===== src/rtl/scan_tap_pkg.sv =====
package scan_tap_pkg;

    localparam int IR_W  = 3;
    localparam int ID_W  = 32;

    typedef enum logic [3:0] {
        TS_RESET,
        TS_IDLE,
        TS_DR_SEL,
        TS_DR_CAP,
        TS_DR_SHIFT,
        TS_DR_EXIT1,
        TS_DR_PAUSE,
        TS_DR_EXIT2,
        TS_DR_UPD,
        TS_IR_SEL,
        TS_IR_CAP,
        TS_IR_SHIFT,
        TS_IR_EXIT1,
        TS_IR_PAUSE,
        TS_IR_EXIT2,
        TS_IR_UPD
    } tap_state_t;

    typedef logic [IR_W-1:0] opcode_t;

    localparam opcode_t OP_EXTEST  = 3'b000;
    localparam opcode_t OP_IDCODE  = 3'b001;
    localparam opcode_t OP_SAMPLEZ = 3'b010;
    localparam opcode_t OP_SAMPLE  = 3'b100;
    localparam opcode_t OP_BYPASS  = 3'b111;
    localparam opcode_t IR_CAP_PAT = 3'b001;

    typedef enum logic [1:0] {
        PATH_BYPASS,
        PATH_ID,
        PATH_BOUNDARY
    } dr_path_t;

    typedef struct packed {
        dr_path_t path;
        logic     hiz;
        logic     upd_allowed;
    } instr_ctl_t;

    function automatic tap_state_t tap_next(input tap_state_t s, input logic m);
        tap_state_t n;
        case (s)
            TS_RESET:    n = m ? TS_RESET    : TS_IDLE;
            TS_IDLE:     n = m ? TS_DR_SEL   : TS_IDLE;
            TS_DR_SEL:   n = m ? TS_IR_SEL   : TS_DR_CAP;
            TS_DR_CAP:   n = m ? TS_DR_EXIT1 : TS_DR_SHIFT;
            TS_DR_SHIFT: n = m ? TS_DR_EXIT1 : TS_DR_SHIFT;
            TS_DR_EXIT1: n = m ? TS_DR_UPD   : TS_DR_PAUSE;
            TS_DR_PAUSE: n = m ? TS_DR_EXIT2 : TS_DR_PAUSE;
            TS_DR_EXIT2: n = m ? TS_DR_UPD   : TS_DR_SHIFT;
            TS_DR_UPD:   n = m ? TS_DR_SEL   : TS_IDLE;
            TS_IR_SEL:   n = m ? TS_RESET    : TS_IR_CAP;
            TS_IR_CAP:   n = m ? TS_IR_EXIT1 : TS_IR_SHIFT;
            TS_IR_SHIFT: n = m ? TS_IR_EXIT1 : TS_IR_SHIFT;
            TS_IR_EXIT1: n = m ? TS_IR_UPD   : TS_IR_PAUSE;
            TS_IR_PAUSE: n = m ? TS_IR_EXIT2 : TS_IR_PAUSE;
            TS_IR_EXIT2: n = m ? TS_IR_UPD   : TS_IR_SHIFT;
            TS_IR_UPD:   n = m ? TS_DR_SEL   : TS_IDLE;
            default:     n = TS_RESET;
        endcase
        return n;
    endfunction

    function automatic instr_ctl_t decode_op(input opcode_t op);
        instr_ctl_t c;
        c.path        = PATH_BYPASS;
        c.hiz         = 1'b0;
        c.upd_allowed = 1'b0;
        case (op)
            OP_EXTEST, OP_SAMPLEZ: begin
                c.path        = PATH_BOUNDARY;
                c.hiz         = 1'b1;
                c.upd_allowed = 1'b1;
            end
            OP_SAMPLE:  c.path = PATH_BOUNDARY;
            OP_IDCODE:  c.path = PATH_ID;
            default:    c.path = PATH_BYPASS;
        endcase
        return c;
    endfunction

    function automatic logic [ID_W-1:0] build_id(
        input logic [2:0]  rev,
        input logic [4:0]  depth,
        input logic [5:0]  arch,
        input logic [5:0]  dev,
        input logic [10:0] vendor
    );
        return {rev, depth, arch, dev, vendor, 1'b1};
    endfunction

endpackage


===== src/rtl/scan_tap_fsm.sv =====
module scan_tap_fsm
    import scan_tap_pkg::*;
(
    input  logic       clk,
    input  logic       rst,
    input  logic       tms,
    output tap_state_t state
);

    always_ff @(posedge clk) begin
        if (rst) state <= TS_RESET;
        else     state <= tap_next(state, tms);
    end

    // run length of consecutive high mode-select samples, saturating at 5
    logic [2:0] hi_run;
    always_ff @(posedge clk) begin
        if (rst)                hi_run <= 3'd0;
        else if (!tms)          hi_run <= 3'd0;
        else if (hi_run != 3'd5) hi_run <= hi_run + 3'd1;
    end

    a_r2_five_high_resets: assert property (@(posedge clk) disable iff (rst)
        (hi_run == 3'd5) |-> (state == TS_RESET));

endmodule


===== src/rtl/scan_tap_ir.sv =====
module scan_tap_ir
    import scan_tap_pkg::*;
(
    input  logic       clk,
    input  logic       rst,
    input  logic       tdi,
    input  tap_state_t state,
    output opcode_t    ir_op,
    output instr_ctl_t ctl,
    output logic       ir_tdo
);

    opcode_t ir_sh;

    always_ff @(posedge clk) begin
        if (rst) begin
            ir_sh <= IR_CAP_PAT;
            ir_op <= OP_IDCODE;
        end else begin
            case (state)
                TS_RESET:    ir_op <= OP_IDCODE;
                TS_IR_CAP:   ir_sh <= IR_CAP_PAT;
                TS_IR_SHIFT: ir_sh <= {tdi, ir_sh[IR_W-1:1]};
                TS_IR_UPD:   ir_op <= ir_sh;
                default:     ;
            endcase
        end
    end

    assign ctl    = decode_op(ir_op);
    assign ir_tdo = ir_sh[0];

    a_r3_op_changes_on_update: assert property (@(posedge clk) disable iff (rst)
        !$stable(ir_op) |-> ($past(state) == TS_IR_UPD || $past(state) == TS_RESET));

    a_r3_capture_pattern: assert property (@(posedge clk) disable iff (rst)
        (state == TS_IR_SHIFT && $past(state) == TS_IR_CAP) |-> (ir_sh == IR_CAP_PAT));

    a_r5_reserved_bypass: assert property (@(posedge clk) disable iff (rst)
        (ir_op == 3'b011 || ir_op == 3'b101 || ir_op == 3'b110)
            |-> (ctl.path == PATH_BYPASS && !ctl.hiz));

    a_r11_reset_releases_hiz: assert property (@(posedge clk) disable iff (rst)
        ($past(state) == TS_RESET) |-> !ctl.hiz);

endmodule


===== src/rtl/scan_tap_dr.sv =====
module scan_tap_dr
    import scan_tap_pkg::*;
#(
    parameter int               BSR_W   = 69,
    parameter logic [ID_W-1:0]  ID_WORD = 32'h0000_0001
) (
    input  logic             clk,
    input  logic             rst,
    input  logic             tdi,
    input  tap_state_t       state,
    input  dr_path_t         path,
    input  logic [BSR_W-1:0] io_in,
    output logic             dr_tdo
);

    logic             byp_q;
    logic [ID_W-1:0]  id_q;
    logic [BSR_W-1:0] bsr_q;

    always_ff @(posedge clk) begin
        if (rst) begin
            byp_q <= 1'b0;
            id_q  <= '0;
            bsr_q <= '0;
        end else if (state == TS_DR_CAP) begin
            case (path)
                PATH_ID:       id_q  <= ID_WORD;
                PATH_BOUNDARY: bsr_q <= io_in;
                default:       byp_q <= 1'b0;
            endcase
        end else if (state == TS_DR_SHIFT) begin
            case (path)
                PATH_ID:       id_q  <= {tdi, id_q[ID_W-1:1]};
                PATH_BOUNDARY: bsr_q <= {tdi, bsr_q[BSR_W-1:1]};
                default:       byp_q <= tdi;
            endcase
        end
    end

    always_comb begin
        case (path)
            PATH_ID:       dr_tdo = id_q[0];
            PATH_BOUNDARY: dr_tdo = bsr_q[0];
            default:       dr_tdo = byp_q;
        endcase
    end

    a_r5_bypass_captures_zero: assert property (@(posedge clk) disable iff (rst)
        (state == TS_DR_SHIFT && $past(state) == TS_DR_CAP && $past(path) == PATH_BYPASS)
            |-> (byp_q == 1'b0));

    a_r4_id_loaded: assert property (@(posedge clk) disable iff (rst)
        (state == TS_DR_SHIFT && $past(state) == TS_DR_CAP && $past(path) == PATH_ID)
            |-> (id_q == ID_WORD));

endmodule


===== src/rtl/scan_tap_top.sv =====
module scan_tap_top
    import scan_tap_pkg::*;
#(
    parameter int          BSR_W     = 69,
    parameter logic [2:0]  ID_REV    = 3'b010,
    parameter logic [4:0]  ID_DEPTH  = 5'b01010,
    parameter logic [5:0]  ID_ARCH   = 6'b001001,
    parameter logic [5:0]  ID_DEV    = 6'b100110,
    parameter logic [10:0] ID_VENDOR = 11'b00000110100
) (
    input  logic             tck,
    input  logic             rst,
    input  logic             tms,
    input  logic             tdi,
    input  logic [BSR_W-1:0] io_in,
    output logic             tdo,
    output logic             tdo_en,
    output logic             out_hiz,
    output logic             bs_capture,
    output logic             bs_update
);

    localparam logic [ID_W-1:0] ID_WORD =
        build_id(ID_REV, ID_DEPTH, ID_ARCH, ID_DEV, ID_VENDOR);

    tap_state_t state;
    opcode_t    ir_op;
    instr_ctl_t ctl;
    logic       ir_tdo;
    logic       dr_tdo;
    logic       shifting;
    logic       serial_bit;

    scan_tap_fsm u_fsm (
        .clk   (tck),
        .rst   (rst),
        .tms   (tms),
        .state (state)
    );

    scan_tap_ir u_ir (
        .clk    (tck),
        .rst    (rst),
        .tdi    (tdi),
        .state  (state),
        .ir_op  (ir_op),
        .ctl    (ctl),
        .ir_tdo (ir_tdo)
    );

    scan_tap_dr #(
        .BSR_W   (BSR_W),
        .ID_WORD (ID_WORD)
    ) u_dr (
        .clk    (tck),
        .rst    (rst),
        .tdi    (tdi),
        .state  (state),
        .path   (ctl.path),
        .io_in  (io_in),
        .dr_tdo (dr_tdo)
    );

    assign shifting   = (state == TS_IR_SHIFT) || (state == TS_DR_SHIFT);
    assign serial_bit = (state == TS_IR_SHIFT) ? ir_tdo : dr_tdo;

    // serial output retimed to the falling edge
    always_ff @(negedge tck) begin
        if (rst) begin
            tdo    <= 1'b0;
            tdo_en <= 1'b0;
        end else begin
            tdo    <= shifting & serial_bit;
            tdo_en <= shifting;
        end
    end

    assign out_hiz    = ctl.hiz;
    assign bs_capture = (state == TS_DR_CAP) && (ctl.path == PATH_BOUNDARY);
    assign bs_update  = (state == TS_DR_UPD) && (ctl.path == PATH_BOUNDARY) && ctl.upd_allowed;

    a_r10_enable_tracks_shift: assert property (@(posedge tck) disable iff (rst)
        tdo_en == ((state == TS_IR_SHIFT) || (state == TS_DR_SHIFT)));

    a_r10_idle_output_low: assert property (@(posedge tck) disable iff (rst)
        !tdo_en |-> !tdo);

    a_r8_no_update_on_sample: assert property (@(posedge tck) disable iff (rst)
        bs_update |-> (ir_op != OP_SAMPLE));

    a_r9_strobes_exclusive: assert property (@(posedge tck) disable iff (rst)
        $onehot0({bs_capture, bs_update, tdo_en}));

endmodule


===== config.mk =====
export PLATFORM = sky130hd
export DESIGN_NAME = scan_tap_top
export DESIGN_NICKNAME = d
export VERILOG_FILES = /design/src/rtl/scan_tap_pkg.sv /design/src/rtl/scan_tap_fsm.sv /design/src/rtl/scan_tap_ir.sv /design/src/rtl/scan_tap_dr.sv /design/src/rtl/scan_tap_top.sv
export SDC_FILE = /design/constraint.sdc
export NUM_CORES = 1
export LEC_CHECK = 0
export ABC_AREA = 1
export BUFFER_PORTS_ARGS = -buffer_cell sky130_fd_sc_hd__clkbuf_2
export CORE_MARGIN = 4
export CORE_UTILIZATION = 25
export CTS_BUF_LIST = sky130_fd_sc_hd__clkbuf_8
export DETAILED_ROUTE_END_ITERATION = 8
export PLACE_DENSITY = 0.46
export SYNTH_ARGS = -nofsm -noshare
export SYNTH_HDL_FRONTEND = slang
export SYNTH_SLANG_ARGS = --single-unit
export TNS_END_PERCENT = 30

===== constraint.sdc =====
create_clock -name tck -period 3 [get_ports tck]
set_input_delay 0.3 -clock tck [delete_from_list [all_inputs] [get_ports tck]]
set_output_delay 0.3 -clock tck [all_outputs]
set_load 0.02 [all_outputs]

==> out/metrics.cfg <==
[finish]
drive_above_1_share_pct = 13.6
area_growth_pct = 18.2
final_cell_area_um2 = 6690
fillers = 2534
diodes = 0
fin_nets = 1052

[worst_hold_path]
holdPathStages = 3
min_path_type = input port to flop

[pwr]
power_leakage_uw = 0.00330
power_density_nw_per_um2 = 491
irDropWorstVdd_v = 0.000207

[place]
globalplace.congestion = 0.820
io_buffers = 77
postPlaceCellArea_um2 = 6250
dpl.hpwl_um = 8720

[worst_setup_path]
timing.rr.start = u_ir.ir_op[0]
crit_fanout = 4
cp.depth = 8
crit_path_start_kind = flop
rrSetupSlack_ns = 0.17
path_class = flop to flop
cp_slowest_stage_delay_ns = 0.31
path_common_cell = a21oi_1
worstPathRequired_ns = 1.82
r2r_cells = 8
crit_end = tdo
cp_num_buf_inv = 2
cp-end-kind = flop
path_cells = buf_4 > a21oi_1 > inv_1 > ha_1 > nand2_1 > a21oi_1 > nor3b_2 > nor2_1
crit_slowest_cell = dfxtp_1
crit_path_start = u_ir.ir_op[0]
timing.rr.end = tdo
cp_top_family = flip-flops
cp_data_arrival_time_ns = 1.65

[sta]
rsz0062_at_grt = no
tns_ns = 0
hold_viol = 0
slew_violations = 0
final.setup_skew_ns = 0.0129
tightest_slew_ns = 0.715
setup_viol = 0
max-slew-margin-rel_pct = 52.3

[yosys]
yosys.area.top_type_share_pct = 40.3
synthTopCellsByArea = dfxtp_1 40%, nand2_1 20%, nor2_1 14%
synth_area_um2 = 5660
yosysMostFrequentCell = nand2_1
ys_async_sr_fraction_pct = 0
syn_avg_cell_area_um2 = 6.15
synth_top_area_cell = dfxtp_1
synth-seq-area-share_pct = 40.3
synth_fp_nets = 995
synthCells = 920
synthDistinctLibCells = 23
yosys-top-cells-count = 302 x nand2_1, 204 x nor2_1, 114 x dfxtp_1
synthFlopType = dfxtp_1
ys_warn_count = 0
synth_edf_count = 0
synth-seq-cells = 114

[clock_network]
ctsHoldBuffers = 0
cts_tree = built
cts_buffer_depth = 2
worstSkewPairLatency_ns = 0.43
cts_root_buf = clkbuf_8
numCtsBuffers = 17
cts.sinks = 114
cts_htree_levels = 4
path_clk_slew_ns = 0.07

[route]
drt_iter0_drc = 354
vias = 5231
vias_per_cell = 4.12
drc = 0
wl_per_cell_um = 10.8
wirelength_um = 13700
antenna_left = 0
dr.pass1.iters = 4

[status]
status = finished, final reports clean

[flow_run]
drv_cap = 0

[die]
coreArea_um2 = 22000
die_area_um2 = 25100
start_util_pct = 25.7
rows = 54
dieHeight_um = 158
die_w_um = 158
io_pins = 78

[global_route]
grt_overflow_total = 0
grt_max_degree = 69
antenna_found_initial = 0
track_usage_pct = 11.2
grt_pass1_wl_um = 22700
first_global_vias = 4761

## worst register-to-register path, cell delays in order, from the launching register on
cell and delay (ns):
dfxtp_1 0.31, buf_4 0.14, a21oi_1 0.17, inv_1 0.06, ha_1 0.21, nand2_1 0.07
a21oi_1 0.07, nor3b_2 0.15, nor2_1 0.06
## repair_timing
| action | in CTS | in global routing |
|---|---|---|
| buffers inserted | 0 | 0 |
| gates resized for setup | 0 | 2 |
| setup endpoints to repair | 0 | 1 |
## final cells by class
cell class | instances | area [um^2] | share of cell area [%]
Clock buffer | 21 | 289 | 4.32
Clock inverter | 13 | 141 | 2.11
Inverter | 98 | 372 | 5.56
Multi-Input combinational cell | 653 | 2700 | 40.4
Sequential cell | 114 | 2280 | 34.1
Tap cell | 280 | 350 | 5.24
Timing Repair Buffer | 91 | 553 | 8.27
## kinds of logic after synthesis
kind of cell | share of synthesized area [%]
compound gates | 9.25
fa+ha+maj | 0.442
buf+inv | 12.2
flops | 40.3
simple gates | 37.8
## layout by cell type (no fill, tap or decap), drive strengths merged
cell and count:
buf 14, o21ai 81, bufinv 3, a21oi 21, nand3 30, clkbuf 98, ha 2, nor2 207
o22ai 2, clkinv 6, inv 100, nor3b 1, clkinvlp 2, nand2 306, dfxtp 114, nor4 1
nor3 2
## worst min-delay path by stage
stage,from,to
after global routing,tdi,u_ir.ir_sh[2]
after CTS,tdi,u_ir.ir_sh[2]
final,tdi,u_ir.ir_sh[2]
after detailed placement,u_dr.id_q[15],u_dr.id_q[15]
after global placement,u_dr.id_q[22],u_dr.id_q[22]
after floorplan,u_dr.id_q[15],u_dr.id_q[15]
## state kept, by name, summed over array words and instances, names as in the netlist
register / flops
u_dr.byp_q: 1
u_dr.bsr_q: 69
u_dr.id_q: 32
u_ir.ir_op: 3
tdo_en: 1
tdo: 1
u_ir.ir_sh: 3
u_fsm.state: 4
## metrics by stage
stage	instances	total power [uW]	setup slack [ns]	util [%]	hold slack [ns]
floorplan	920	1700	0.158	-	0.427
global placement	1237	1780	0.0649	28.4	0.437
detailed placement	1237	1780	0.0694	28.4	0.444
CTS	1270	3370	0.0325	30.3	0.129
global route	1270	3450	0.0304	30.4	0.157
finish	1270	3280	0.168	30.4	0.158
## power breakdown
group	switching, uW	internal [uW]
combinational	119	75.8
clock	639	903
sequential	11.5	1530
total	769	2510
## layer usage
metal  up-vias  share of wire [%]  track usage (%)
met2        69                 43             17.0
li1       2884                  -                -
met5         -                  0                0
met4         0                1.8             4.55
met3        17                3.2             2.66
met1      2261                 52             15.3
Power figures use the tool's default switching activity.
